[config.mk]
export PLATFORM = sky130hd
export DESIGN_NAME = bcd_rtc_core
export DESIGN_NICKNAME = d
export VERILOG_FILES = /design/src/rtl/rtc_pkg.sv /design/src/rtl/rtc_calendar.sv /design/src/rtl/rtc_alarm_match.sv /design/src/rtl/rtc_event_status.sv /design/src/rtl/bcd_rtc_core.sv
export SDC_FILE = /design/constraint.sdc
export NUM_CORES = 1
export LEC_CHECK = 0
export ABC_CLOCK_PERIOD_IN_PS = 7400
export BUFFER_PORTS_ARGS = -buffer_cell sky130_fd_sc_hd__buf_2
export CAP_MARGIN = 5
export CORE_ASPECT_RATIO = 2
export CORE_MARGIN = 8
export CORE_UTILIZATION = 40
export CTS_CLUSTER_DIAMETER = 200
export DETAILED_ROUTE_END_ITERATION = 10
export SLEW_MARGIN = 20
export SYNTH_ARGS = -nofsm -noshare
export SYNTH_HDL_FRONTEND = slang
export SYNTH_SLANG_ARGS = --single-unit
[constraint.sdc]
create_clock -name clk -period 7.4 [get_ports clk]
set_input_delay 1.11 -clock clk [delete_from_list [all_inputs] [get_ports clk]]
set_output_delay 1.11 -clock clk [all_outputs]
set_load 0.01 [all_outputs]
[src/rtl/rtc_pkg.sv]
package rtc_pkg;

  typedef struct packed {
    logic [7:0] wday;
    logic [7:0] yr;
    logic [7:0] mon;
    logic [7:0] day;
    logic [7:0] hr;
    logic [7:0] min;
    logic [7:0] sec;
  } rtc_time_t;

  localparam int unsigned TIME_BYTES  = 7;
  localparam int unsigned ALARM_BYTES = 6;

  localparam logic [4:0] A_ALM0  = 5'h07;
  localparam logic [4:0] A_CTRL  = 5'h0D;
  localparam logic [4:0] A_STAT  = 5'h0E;
  localparam logic [4:0] A_IEN   = 5'h0F;
  localparam logic [4:0] A_SPARE0 = 5'h10;
  localparam logic [4:0] A_SPARE1 = 5'h11;

  // one step of a two-digit BCD counter
  function automatic logic [7:0] bcd_step(input logic [7:0] v);
    if (v[3:0] == 4'd9) return {v[7:4] + 4'd1, 4'd0};
    return {v[7:4], v[3:0] + 4'd1};
  endfunction

  // multiple of four: 10*t + u == 2*t + u (mod 4)
  function automatic logic bcd_leap(input logic [7:0] y);
    logic [5:0] s;
    s = {1'b0, y[7:4], 1'b0} + {2'b00, y[3:0]};
    return (s[1:0] == 2'b00);
  endfunction

  function automatic logic [7:0] month_end(input logic [7:0] m, input logic [7:0] y);
    case (m)
      8'h02:                      return bcd_leap(y) ? 8'h29 : 8'h28;
      8'h04, 8'h06, 8'h09, 8'h11: return 8'h30;
      default:                    return 8'h31;
    endcase
  endfunction

endpackage

[src/rtl/rtc_calendar.sv]
module rtc_calendar
  import rtc_pkg::*;
#(
  parameter int unsigned BW = 8
) (
  input  logic            clk,
  input  logic            rst_n,
  input  logic            adv_i,
  input  logic            ld_en_i,
  input  logic [2:0]      ld_idx_i,
  input  logic [BW-1:0]   ld_data_i,
  output rtc_time_t       now_o,
  output rtc_time_t       nxt_o,
  output logic [3:0]      ev_o
);

  rtc_time_t now_q;
  rtc_time_t nxt;

  logic c_min, c_hr, c_day, c_mon, c_yr;

  always_comb begin
    c_min = (now_q.sec == 8'h59);
    c_hr  = c_min & (now_q.min == 8'h59);
    c_day = c_hr  & (now_q.hr  == 8'h23);
    c_mon = c_day & (now_q.day == month_end(now_q.mon, now_q.yr));
    c_yr  = c_mon & (now_q.mon == 8'h12);

    nxt     = now_q;
    nxt.sec = c_min ? 8'h00 : bcd_step(now_q.sec);
    if (c_min) nxt.min = c_hr ? 8'h00 : bcd_step(now_q.min);
    if (c_hr)  nxt.hr  = c_day ? 8'h00 : bcd_step(now_q.hr);
    if (c_day) begin
      nxt.day  = c_mon ? 8'h01 : bcd_step(now_q.day);
      nxt.wday = (now_q.wday == 8'h06) ? 8'h00 : now_q.wday + 8'h01;
    end
    if (c_mon) nxt.mon = c_yr ? 8'h01 : bcd_step(now_q.mon);
    if (c_yr)  nxt.yr  = (now_q.yr == 8'h99) ? 8'h00 : bcd_step(now_q.yr);
  end

  always_ff @(posedge clk or negedge rst_n) begin
    if (!rst_n) begin
      now_q <= '{wday: 8'h00, yr: 8'h00, mon: 8'h01, day: 8'h01,
                 hr: 8'h00, min: 8'h00, sec: 8'h00};
    end else if (ld_en_i) begin
      case (ld_idx_i)
        3'd0:    now_q.sec  <= ld_data_i;
        3'd1:    now_q.min  <= ld_data_i;
        3'd2:    now_q.hr   <= ld_data_i;
        3'd3:    now_q.day  <= ld_data_i;
        3'd4:    now_q.mon  <= ld_data_i;
        3'd5:    now_q.yr   <= ld_data_i;
        default: now_q.wday <= ld_data_i;
      endcase
    end else if (adv_i) begin
      now_q <= nxt;
    end
  end

  assign now_o = now_q;
  assign nxt_o = nxt;
  // {day, hour, minute, second} events of this tick
  assign ev_o  = {adv_i & c_day, adv_i & c_hr, adv_i & c_min, adv_i};

endmodule

[src/rtl/rtc_alarm_match.sv]
module rtc_alarm_match
  import rtc_pkg::*;
#(
  parameter int unsigned NB = ALARM_BYTES,
  parameter int unsigned BW = 8,
  localparam int unsigned IW = $clog2(NB)
) (
  input  logic          clk,
  input  logic          rst_n,
  input  logic          wr_en_i,
  input  logic [IW-1:0] wr_idx_i,
  input  logic [BW-1:0] wr_data_i,
  input  logic [IW-1:0] rd_idx_i,
  output logic [BW-1:0] rd_data_o,
  input  rtc_time_t     cand_i,
  input  logic          adv_i,
  output logic          hit_o
);

  logic [BW-1:0] alm_q [NB];
  logic [NB-1:0] eq;

  for (genvar g = 0; g < NB; g++) begin : g_byte
    always_ff @(posedge clk or negedge rst_n) begin
      if (!rst_n)                                     alm_q[g] <= '0;
      else if (wr_en_i && wr_idx_i == IW'(g))         alm_q[g] <= wr_data_i;
    end
    assign eq[g] = (alm_q[g] == cand_i[g*BW +: BW]);
  end

  assign rd_data_o = (rd_idx_i < IW'(NB)) ? alm_q[rd_idx_i] : '0;
  assign hit_o     = adv_i & (&eq);

endmodule

[src/rtl/rtc_event_status.sv]
module rtc_event_status #(
  parameter int unsigned NEV = 4,
  localparam int unsigned NF = NEV + 2,
  localparam int unsigned SW = $clog2(NEV)
) (
  input  logic          clk,
  input  logic          rst_n,
  input  logic [NEV-1:0] ev_i,
  input  logic          alarm_hit_i,
  input  logic          clr_en_i,
  input  logic [NF-1:0] clr_mask_i,
  input  logic [SW-1:0] sel_i,
  input  logic          tmr_en_i,
  input  logic          alm_en_i,
  output logic [NF-1:0] flags_o,
  output logic          irq_o
);

  // flags: [NF-1] power-up, [NF-2] alarm, [NEV-1:0] periodic events
  logic [NF-1:0] fl_q;
  logic [NF-1:0] clr;
  logic [NF-1:0] set;

  assign clr = clr_en_i ? clr_mask_i : '0;
  assign set = {1'b0, alarm_hit_i, ev_i};

  always_ff @(posedge clk or negedge rst_n) begin
    if (!rst_n) fl_q <= {1'b1, {(NF-1){1'b0}}};
    else        fl_q <= (fl_q & ~clr) | set;
  end

  assign flags_o = fl_q;
  assign irq_o   = (fl_q[NF-2] & alm_en_i) | (fl_q[sel_i] & tmr_en_i);

endmodule

[src/rtl/bcd_rtc_core.sv]
module bcd_rtc_core
  import rtc_pkg::*;
#(
  parameter int unsigned AW = 5,
  parameter int unsigned DW = 8
) (
  input  logic          clk,
  input  logic          rst_n,
  input  logic          tick_i,
  input  logic [AW-1:0] addr_i,
  input  logic          wr_i,
  input  logic [DW-1:0] wdata_i,
  input  logic          rd_i,
  output logic [DW-1:0] rdata_o,
  output logic          irq_o
);

  localparam int unsigned NEV = 4;
  localparam int unsigned NF  = NEV + 2;
  localparam int unsigned AIW = $clog2(ALARM_BYTES);

  logic run_q, snap_q;
  logic [3:0] ien_q;
  logic [DW-1:0] spare_q [2];
  rtc_time_t shadow_q, now_time, nxt_time;

  logic adv, time_wr, alm_wr, ctrl_wr, stat_wr, alarm_hit;
  logic [NEV-1:0] ev;
  logic [NF-1:0]  flags;
  logic [AW-1:0]  alm_off;
  logic [DW-1:0]  alm_rd, rmux;
  rtc_time_t      view;

  assign adv     = tick_i & run_q;
  assign time_wr = wr_i && (addr_i < AW'(TIME_BYTES));
  assign alm_off = addr_i - AW'(A_ALM0);
  assign alm_wr  = wr_i && (addr_i >= AW'(A_ALM0)) && (alm_off < AW'(ALARM_BYTES));
  assign ctrl_wr = wr_i && (addr_i == AW'(A_CTRL));
  assign stat_wr = wr_i && (addr_i == AW'(A_STAT));

  rtc_calendar #(.BW(DW)) u_cal (
    .clk(clk), .rst_n(rst_n), .adv_i(adv),
    .ld_en_i(time_wr), .ld_idx_i(addr_i[2:0]), .ld_data_i(wdata_i),
    .now_o(now_time), .nxt_o(nxt_time), .ev_o(ev)
  );

  rtc_alarm_match #(.NB(ALARM_BYTES), .BW(DW)) u_alm (
    .clk(clk), .rst_n(rst_n),
    .wr_en_i(alm_wr), .wr_idx_i(alm_off[AIW-1:0]), .wr_data_i(wdata_i),
    .rd_idx_i(alm_off[AIW-1:0]), .rd_data_o(alm_rd),
    .cand_i(nxt_time), .adv_i(adv), .hit_o(alarm_hit)
  );

  rtc_event_status #(.NEV(NEV)) u_stat (
    .clk(clk), .rst_n(rst_n), .ev_i(ev), .alarm_hit_i(alarm_hit),
    .clr_en_i(stat_wr), .clr_mask_i(wdata_i[7:2]),
    .sel_i(ien_q[1:0]), .tmr_en_i(ien_q[2]), .alm_en_i(ien_q[3]),
    .flags_o(flags), .irq_o(irq_o)
  );

  always_ff @(posedge clk or negedge rst_n) begin
    if (!rst_n) begin
      run_q    <= 1'b0;
      snap_q   <= 1'b0;
      shadow_q <= '0;
      ien_q    <= '0;
      spare_q  <= '{default: '0};
    end else if (wr_i) begin
      if (ctrl_wr) begin
        run_q  <= wdata_i[0];
        snap_q <= wdata_i[6];
        if (wdata_i[6]) shadow_q <= now_time;
      end
      if (addr_i == AW'(A_IEN))    ien_q      <= wdata_i[3:0];
      if (addr_i == AW'(A_SPARE0)) spare_q[0] <= wdata_i;
      if (addr_i == AW'(A_SPARE1)) spare_q[1] <= wdata_i;
    end
  end

  assign view = snap_q ? shadow_q : now_time;

  always_comb begin
    rmux = '0;
    if (addr_i < AW'(TIME_BYTES))       rmux = view[addr_i[2:0]*8 +: 8];
    else if (alm_wr || (addr_i >= AW'(A_ALM0) && alm_off < AW'(ALARM_BYTES)))
                                        rmux = alm_rd;
    else if (addr_i == AW'(A_CTRL))     rmux = {1'b0, snap_q, 5'b0, run_q};
    else if (addr_i == AW'(A_STAT))     rmux = {flags, run_q, 1'b0};
    else if (addr_i == AW'(A_IEN))      rmux = {4'b0, ien_q};
    else if (addr_i == AW'(A_SPARE0))   rmux = spare_q[0];
    else if (addr_i == AW'(A_SPARE1))   rmux = spare_q[1];
  end

  always_ff @(posedge clk or negedge rst_n) begin
    if (!rst_n)    rdata_o <= '0;
    else if (rd_i) rdata_o <= rmux;
  end

endmodule

==> flow_summary.ini, run 1 <==
[logic_synthesis]
yosysTopAreaCellShare_pct = 38.8
synth_seq_area_share_pct = 39.4
yosys.area.top_type = dfrtp_1
yosys_warnings = 0
postSynthAreaPerCell_um2 = 9.76
ys_types = 88
syn_inst = 1275
synth-seq-cells = 196
yosysMostFrequentCell = dfrtp_1
synth_ff_type = dfrtp_1
yosys-top-cells-area = dfrtp_1 (39%), mux2_2 (9.2%), mux4_2 (6.5%)
synth_edf_count = 0
synth_nets = 1325
synthArstFlopShare_pct = 100
synth_common_cells = dfrtp_1 (193), nand2_1 (110), o21ai_0 (106)
synth_area_mm2 = 0.0124

[setup_path]
ff2ff_path_depth = 11
critPathArrivalTime_ps = 4760
r2r-end = u_stat.flags_o[4]$_DFF_PN0_
cp-start-kind = register
endpoint_kind = register
worst_path_largest_cell_delay_ps = 690
crit_path_max_fanout = 13
worst_ep_required_time_ps = 7780
crit_chain = ha_1 > nand3b_4 > nor4_4 > o211ai_2 > nor3_2 > buf_4 > nand3_1 > xor2_1 > a211o_1 > or4_1 > o31ai_2
rr_startpoint = u_cal.now_o[0]$_DFFE_PN0P_
crit_type = reg2reg
critPathSlowestCell = nor4_4
ff2ff_setup_slack_ps = 3030

[cts]
clk_pin_slew_worst_paths_ps = 80
cts_tree = built
cts_buffer_depth = 2
cts_buffers = 17
cts_hold_buf = 0
clock_latency_ps = 470
htree_levels = 4
cts.sinks = 196
cts_root_buf = clkbuf_16
post_cts_resize_count = 0
cts_setup_buffers = 0

[drt]
drt_first_pass_iters = 8
wl_mm = 48.5
ant_nets = 0
wire_per_inst_um = 29.8
num_vias = 10607
dr.first_iter.drc_count = 929
drc_errors = 0
vias_per_cell = 6.52

[timing]
finClkSkew_ps = 13.2
setup_ws_ps = 3030
maxSlewViolCount = 0
fin_crit_sh_pct = 59.1
max-slew-margin-rel_pct = 32.3
fin_setup_tns_ps = 0
setup_viol = 0
hold_viol_final = 0
min_period_ps = 4370
rsz0062_at_grt = no
fmax_mhz = 229
worstMarginPinSlew_ps = 1010

[global_routing]
grt.total_usage_pct = 26.6
grt_first_pass_wirelength_mm = 72.5
antenna_found_initial = 0
grt.overflow.total = 0
grt_start_max_net_pins = 75
grt_pass1_vias = 11004

[power]
power_per_cell_area_mw_per_mm2 = 302
swShare_pct = 41.1
leakage_nw = 5.60
pwr-share-seq_pct = 42.6
power.internal_mw = 2.39
p_sw_mw = 1.67
p_comb_share_pct = 33.8
power_frac_clock_pct = 23.6
peakVddDrop_v = 0.000194

[layout]
finalInstanceArea_mm2 = 0.0134
antenna_cells = 0
multiInputGateArea_mm2 = 0.00708
regArea_mm2 = 0.00491
synthToLayoutAreaGrowth_pct = 7.92
nFillCells = 3008
drive_gt1_share_pct = 19.6
fin_nets = 1293
finalNonFillerCells = 1628

[placement]
gp_congestion = 1.05
io_buffers = 26
hpwl_mm = 36.5
place_inst = 1596
pre_cts_ws_ps = 2760
placed_area_mm2 = 0.0128

[flow_run]
maxCapViolCount = 0

[floorplanning]
start_util_pct = 40.5
core_area_mm2 = 0.0307
die_h_um = 265
die_area_mm2 = 0.0374
fp.dieW_um = 141
num_rows = 91
ios = 27

[min_path]
hold_depth = 2
hold_path_class = reg2reg
min_to = shadow_q[24]$_DFFE_PN0P_
hold_start = shadow_q[24]$_DFFE_PN0P_

[status]
status = completed
==> logic make-up (layout without fill, tap and decap cells) <==
kind of cell | count (synthesis) | in the layout | synth area share (%)
compound gates | 321 | 321 | 16.0
buf+inv | 128 | 109 | 3.98
simple gates | 390 | 390 | 16.4
xor+xnor | 45 | 45 | 3.17
fa+ha+maj | 32 | 32 | 3.22
mux | 163 | 163 | 17.8
flops | 196 | 196 | 39.4
==> per-layer routing <==
layer	global-route usage, %	share of wire, %	vias to the layer above
met4	22.8	9.5	0
met2	47.4	53	440
met1	25.8	33	5299
met5	0	0	-
met3	5.17	4.9	211
li1	-	-	4657
==> flip-flops by register name, summed over array words and instances, names as in the netlist <==
name,count
ien_q,4
u_cal.now_o,56
spare_q,16
u_stat.flags_o,6
snap_q,1
u_alm.alm_q,48
shadow_q,56
run_q,1
rdata_o,8
==> per-stage QoR <==
stage                     power [mW]  hold slack, ps  util (%)
after floorplan                 2.50             445         -
after global placement          3.06             460      41.7
after detailed placement        3.07             469      41.7
after CTS                       4.03             484      43.6
after global routing            4.24             502      43.7
final                           4.06             480      43.7
==> worst max-delay path by stage <==
| stage | from | end | cells after the start |
|---|---|---|---|
| after floorplan | addr_i[0] | u_alm.alm_q[0]$_DFFE_PN0P_ | 8 |
| final | u_cal.now_o[0]$_DFFE_PN0P_ | u_stat.flags_o[4]$_DFF_PN0_ | 11 |
| after detailed placement | addr_i[0] | u_alm.alm_q[5]$_DFFE_PN0P_ | 6 |
| after global placement | addr_i[1] | u_cal.now_o[49]$_DFFE_PN0P_ | 10 |
| after global routing | u_cal.now_o[0]$_DFFE_PN0P_ | u_stat.flags_o[4]$_DFF_PN0_ | 10 |
| after CTS | u_cal.now_o[0]$_DFFE_PN0P_ | u_stat.flags_o[4]$_DFF_PN0_ | 11 |
==> worst max-delay path: cells and delay by family (launching register included) <==
family	cells	cell delay, ps
simple gates	5	2110
buf+inv	1	310
compound gates	3	800
fa+ha+maj	1	350
xor+xnor	1	200
flops	1	510
==> power groups by stage <==
stage               Sequential, mW  Clock (mW)  Combinational, mW
floorplan                     1.50           0               1.00
global placement              1.72           0               1.34
detailed placement            1.73           0               1.35
CTS                           1.71       0.966               1.35
global route                  1.75        1.00               1.49
finish                        1.73       0.958               1.37
==> area by class of cell <==
type                    count  share of cell area, %
repair buffers             41                   1.87
multi-input cells         951                   52.7
clock buffers              20                   3.48
flip-flops and latches    196                   36.6
well taps                 372                   3.47
clock inverters            12                  0.913
inverters                  36                   1.01
==> placed cells by master, fill, tap and decap left out, drive strengths merged, types with 5 or more instances in the layout <==
| cell | Yosys | layout |
|---|---|---|
| nor3 | 38 | 38 |
| o22ai | 16 | 16 |
| dfrtp | 193 | 193 |
| and3b | 6 | 6 |
| mux4 | 36 | 36 |
| nor2 | 87 | 87 |
| nor3b | 8 | 8 |
| nand4 | 13 | 13 |
| nand2 | 110 | 110 |
| xor2 | 17 | 17 |
| a211oi | 9 | 9 |
| clkbuf | 73 | 21 |
| o221ai | 8 | 8 |
| xnor2 | 28 | 28 |
| a21o | 5 | 5 |
| nand2b | 7 | 7 |
| nor4 | 23 | 23 |
| clkinv | 0 | 7 |
| ha | 32 | 32 |
| nor2b | 5 | 5 |
| a21oi | 87 | 87 |
| and2 | 7 | 7 |
| nand3 | 31 | 31 |
| buf | 19 | 40 |
| nand3b | 8 | 8 |
| inv | 36 | 39 |
| a222oi | 6 | 6 |
| o21ai | 107 | 107 |
| a31oi | 24 | 24 |
| and3 | 18 | 18 |
| mux2 | 102 | 102 |
| mux2i | 25 | 25 |
No activity file was read; power rests on OpenSTA's default activity.
==> run 2: changes to the inputs <==
ABC_CLOCK_PERIOD_IN_PS = 4000   (was 7400)
clock period = 4 ns   (was 7.4 ns; I/O delays follow)
==> flow_summary.ini, run 2 (synthesis results as in run 1) <==
[status]
status = completed

[setup_path]
path_delay_family = simple AND/OR/NAND/NOR gates
worst_path_largest_cell_delay_ps = 550
crit_type = reg2reg
critPathArrivalTime_ps = 4200
cp-start-kind = register
critPathSlowestCell = or4_1
crit_path_max_fanout = 12
endpoint_kind = register
crit_top_cell = nand4_1
crit_chain = inv_1 > ha_1 > nand3b_4 > buf_4 > nor2_2 > o2111ai_2 > nor4_4 > nand4_1 > and4b_1 > nand4_1 > or4_1 > o31ai_2
worst_ep_required_time_ps = 4380
critPathBufInv = 2

[drt]
wl_mm = 50.5
drc_errors = 0
drt_first_pass_iters = 5
dr.first_iter.drc_count = 844
ant_nets = 0
num_vias = 10925
vias_per_cell = 6.43
wire_per_inst_um = 29.7

[floorplanning]
die_h_um = 265
fp.dieW_um = 141
die_area_mm2 = 0.0374
start_util_pct = 40.5
num_rows = 91
ios = 27
core_area_mm2 = 0.0307

[global_routing]
grt_start_max_net_pins = 73
grt.overflow.total = 0
antenna_found_initial = 0
grt.total_usage_pct = 27.6
grt.met2_usage_pct = 49.0
gr-max-usage-layer = met2
grt_use_met1_pct = 26.8
global_route.usage.met3_pct = 4.70
grt_first_pass_wirelength_mm = 74.2
grt_pass1_vias = 10994

[cts]
cts_buffer_depth = 2
cts_root_buf = clkbuf_16
cts_tree = built
clock_latency_ps = 470
cts.sinks = 196
clk_pin_slew_worst_paths_ps = 90
htree_levels = 4
cts_buffers = 17

[power]
power_frac_clock_pct = 23.4
leakage_nw = 5.98
swShare_pct = 41.3
pwr-share-seq_pct = 39.8
peakVddDrop_v = 0.000334
p_comb_share_pct = 36.8
power.internal_mw = 4.54
power_per_cell_area_mw_per_mm2 = 551
p_sw_mw = 3.19

[placement]
io_buffers = 26
placed_area_mm2 = 0.0133
hpwl_mm = 39.0
gp_congestion = 1.01

[layout]
synthToLayoutAreaGrowth_pct = 12.7
final_common_cell = dfrtp_1
drive_gt1_share_pct = 23.9
final_cell_mix = dfrtp_1 (192), nand2_1 (110), o21ai_0 (106)
finalInstanceArea_mm2 = 0.0140
fin_nets = 1364
nFillCells = 2977

[flow_run]
maxCapViolCount = 0

[timing]
hold_viol_final = 0
maxSlewViolCount = 0
setup_viol = 0
finClkSkew_ps = 12.6
min_period_ps = 3820
max-slew-margin-rel_pct = 47.1
hold_ws_ps = 109
fmax_mhz = 262
worstMarginPinSlew_ps = 791
rsz0062_at_grt = no
fin_crit_sh_pct = 95.5

[min_path]
hold_path_class = in2async
-- run 2: changes by cell type in the layout (fill, tap and decap cells not counted), moves of 2 or more --
| cell | delta |
|---|---|
| buf_4 | +69 |
| a21oi_1 | +2 |
| a31oi_1 | +2 |
| a31oi_2 | -2 |
| nor4_1 | -2 |
| buf_12 | +2 |
| clkinv_2 | -2 |
| clkinv_4 | -4 |
| a21oi_2 | -2 |
| clkbuf_8 | -3 |
| inv_6 | +5 |
| inv_8 | +4 |
-- run 2: timing repair --
action	CTS	global route
pin swaps	0	2
endpoints found under the setup margin	1	1
buffers inserted	0	2
gates cloned	0	0
hold buffers	0	0
gates resized for setup	1	8
-- run 2: final cells by class --
class                   instances  area (um2)  share of cell area [%]
diodes                          1        2.50                  0.0178
clock buffers                  17         425                    3.03
clock inverters                15         175                    1.25
inverters                      36         135                   0.964
multi-input cells             951        7100                    50.6
flip-flops and latches        196        4910                    35.0
well taps                     372         465                    3.32
repair buffers                112         810                    5.77
-- run 2: final timing paths --
kind	cells past startpoint	to	from	slack, ps
hold / removal	1	spare_q[8]$_DFFE_PN0P_	rst_n	110
hold reg to reg	2	shadow_q[29]$_DFFE_PN0P_	shadow_q[29]$_DFFE_PN0P_	480
setup reg to reg	12	u_stat.flags_o[4]$_DFF_PN0_	u_cal.now_o[1]$_DFFE_PN0P_	180
max in group asynchronous	2	u_cal.now_o[24]$_DFFE_PN1P_	rst_n	2920
min in group clk	2	shadow_q[29]$_DFFE_PN0P_	shadow_q[29]$_DFFE_PN0P_	480
setup / recovery	12	u_stat.flags_o[4]$_DFF_PN0_	u_cal.now_o[1]$_DFFE_PN0P_	180
-- run 2: stage by stage --
step           worst slack (ps)  TNS [ps]  power [mW]  util, %  instances
2_1_floorplan               560         0        4.63        -       1275
3_5_place_dp              -93.0     -93.0        5.86     43.4       1665
3_3_place_gp              -19.2     -19.2        5.83     43.4       1665
4_1_cts                    39.8         0        7.68     45.4       1697
5_1_grt                    21.7         0        8.06     45.6       1699
6_report                    178         0        7.73     45.6       1700
-- run 2: layer usage --
| layer | up-vias | part of all wire, % |
|---|---|---|
| li1 | 4806 | - |
| met1 | 5420 | 33 |
| met2 | 488 | 51 |
| met3 | 211 | 4.7 |
| met4 | 0 | 11 |
| met5 | - | 0 |
-- run 2: power groups by stage --
stage | clock (mW) | combinational [mW] | sequential, mW
6_report | 1.81 | 2.84 | 3.08
5_1_grt | 1.91 | 3.04 | 3.11
4_1_cts | 1.84 | 2.80 | 3.05
3_5_place_dp | 0 | 2.78 | 3.08
3_3_place_gp | 0 | 2.76 | 3.07
2_1_floorplan | 0 | 1.85 | 2.78
==> run 3: changes to the inputs <==
MAX_ROUTING_LAYER = met4   (was unset)
==> flow_summary.ini, run 3 (synthesis results as in run 1) <==
[placement]
pre_cts_ws_ps = -40.0
place_inst = 1667
io_buffers = 26
gp_congestion = 1.01
placed_area_mm2 = 0.0134
hpwl_mm = 39.2

[power]
swShare_pct = 41.6
peakVddDrop_v = 0.000358
power_frac_clock_pct = 22.9
pwr-share-seq_pct = 40.2
power.internal_mw = 4.48
power_per_cell_area_mw_per_mm2 = 548
p_comb_share_pct = 36.9
leakage_nw = 5.97
p_sw_mw = 3.19

[floorplanning]
die_h_um = 265
start_util_pct = 40.5
fp.dieW_um = 141
ios = 27
core_area_mm2 = 0.0307
die_area_mm2 = 0.0374
num_rows = 91

[timing]
finClkSkew_ps = 13.5
maxSlewViolCount = 0
worstMarginPinSlew_ps = 946
max-slew-margin-rel_pct = 36.9
fmax_mhz = 260
fin_crit_sh_pct = 96.2
hold_viol_final = 0
setup_ws_ps = 151
setup_viol = 0
rsz0062_at_grt = no
min_period_ps = 3850

[min_path]
hold_path_class = in2async

[cts]
clk_pin_slew_worst_paths_ps = 80
cts.sinks = 196
cts_hold_buf = 0
cts_tree = built
cts_root_buf = clkbuf_16
htree_levels = 4
cts_buffer_depth = 2
cts_buffers = 17
clock_latency_ps = 470

[global_routing]
antenna_found_initial = 2
grt_start_max_net_pins = 98
grt_first_pass_wirelength_mm = 74.6
grt.total_usage_pct = 28.4
grt.overflow.total = 0
grt_pass1_vias = 11098

[layout]
fin_nets = 1365
nFillCells = 2979
final_cell_mix = dfrtp_1 (192), nand2_1 (110), o21ai_0 (106)
synthToLayoutAreaGrowth_pct = 12.4
final_common_cell = dfrtp_1
fin_util_pct = 45.5
finalNonFillerCells = 1701
finalInstanceArea_mm2 = 0.0140
drive_gt1_share_pct = 23.7

[setup_path]
crit_chain = inv_1 > ha_1 > nand3b_4 > buf_4 > nor2_1 > o2111ai_2 > nor4_2 > nand4_1 > and4b_1 > nand4_1 > or4_1 > o31ai_2
critPathSlowestCell = or4_1
critPathArrivalTime_ps = 4240
worst_path_largest_cell_delay_ps = 560
cp-start-kind = register
crit_top_cell = nand4_1
crit_type = reg2reg
endpoint_kind = register
crit_path_max_fanout = 12
worst_ep_required_time_ps = 4390

[drt]
wl_mm = 50.8
wire_per_inst_um = 29.8
drt_first_pass_iters = 6
ant_nets = 0
drc_errors = 0
vias_per_cell = 6.43
dr.first_iter.drc_count = 849
num_vias = 10933

[status]
status = completed

[flow_run]
maxCapViolCount = 0
==> run 3: cell count changes in the layout (fill, tap and decap cells not counted), sizes merged <==
| cell | before | now |
|---|---|---|
| clkinv | 2 | 7 |
| bufinv | 1 | 0 |
| buf | 111 | 112 |
| inv | 48 | 43 |
| clkinvlp | 0 | 1 |
==> run 3: area by class of cell <==
class / count / area (um2) / area share [%]
timing repair buffer: 113 / 817 / 5.84
inverter: 36 / 135 / 0.966
clock buffer: 17 / 425 / 3.04
antenna: 1 / 2.50 / 0.0179
multi-input combinational: 951 / 7080 / 50.6
tap: 372 / 465 / 3.33
clock inverter: 15 / 160 / 1.14
sequential: 196 / 4910 / 35.1
==> run 3: power by group through the flow <==
stage          clock network, mW  registers [mW]  logic [mW]
2_1_floorplan                  0            2.78        1.85
3_3_place_gp                   0            3.08        2.77
3_5_place_dp                   0            3.09        2.78
4_1_cts                     1.78            3.05        2.80
5_1_grt                     1.86            3.12        3.04
6_report                    1.76            3.08        2.83
==> run 3: path summary, 6_finish.rpt <==
path | start | end | slack [ps] | depth (start not counted)
max in group asynchronous | rst_n | u_cal.now_o[32]$_DFFE_PN1P_ | 2810 | 2
hold reg to reg | shadow_q[29]$_DFFE_PN0P_ | shadow_q[29]$_DFFE_PN0P_ | 480 | 2
setup reg to reg | u_cal.now_o[1]$_DFFE_PN0P_ | u_stat.flags_o[4]$_DFF_PN0_ | 150 | 12
min in group clk | shadow_q[29]$_DFFE_PN0P_ | shadow_q[29]$_DFFE_PN0P_ | 480 | 2
hold / removal | rst_n | run_q$_DFFE_PN0P_ | 200 | 1
setup / recovery | u_cal.now_o[1]$_DFFE_PN0P_ | u_stat.flags_o[4]$_DFF_PN0_ | 150 | 12
==> run 3: timing repair <==
item	4_1_cts	5_1_grt
setup endpoints to repair	1	1
gates resized for setup	1	4
cloned	0	0
pin swaps	0	1
setup buffers	0	1
==> run 3: metal layers <==
layer / share of wire [%] / global-route usage [%] / vias to the layer above / routed length, um
met3: 4.8 / 3.95 / 237 / 2430
met1: 33 / 27.0 / 5418 / 16700
met5: 0 / - / - / 0
li1: - / - / 4806 / -
met4: 11 / 26.1 / 0 / 5500
met2: 51 / 49.0 / 472 / 26100
==> run 3: critical path: cells and delay by family (launching register included) <==
family,cells,cell delay (ps)
buffers and inverters,2,320
flip-flops,1,420
AO/OA/AOI/OAI,2,600
AND/OR/NAND/NOR,7,2200
adder cells (fa/ha/maj),1,220
==> run 3: stage by stage <==
step                total power [mW]  hold slack, ps  TNS (ps)
floorplan                       4.63             304         0
global placement                5.85             461     -18.9
detailed placement              5.87             468     -40.0
CTS                             7.64             246         0
global route                    8.02             271         0
finish                          7.67             201         0
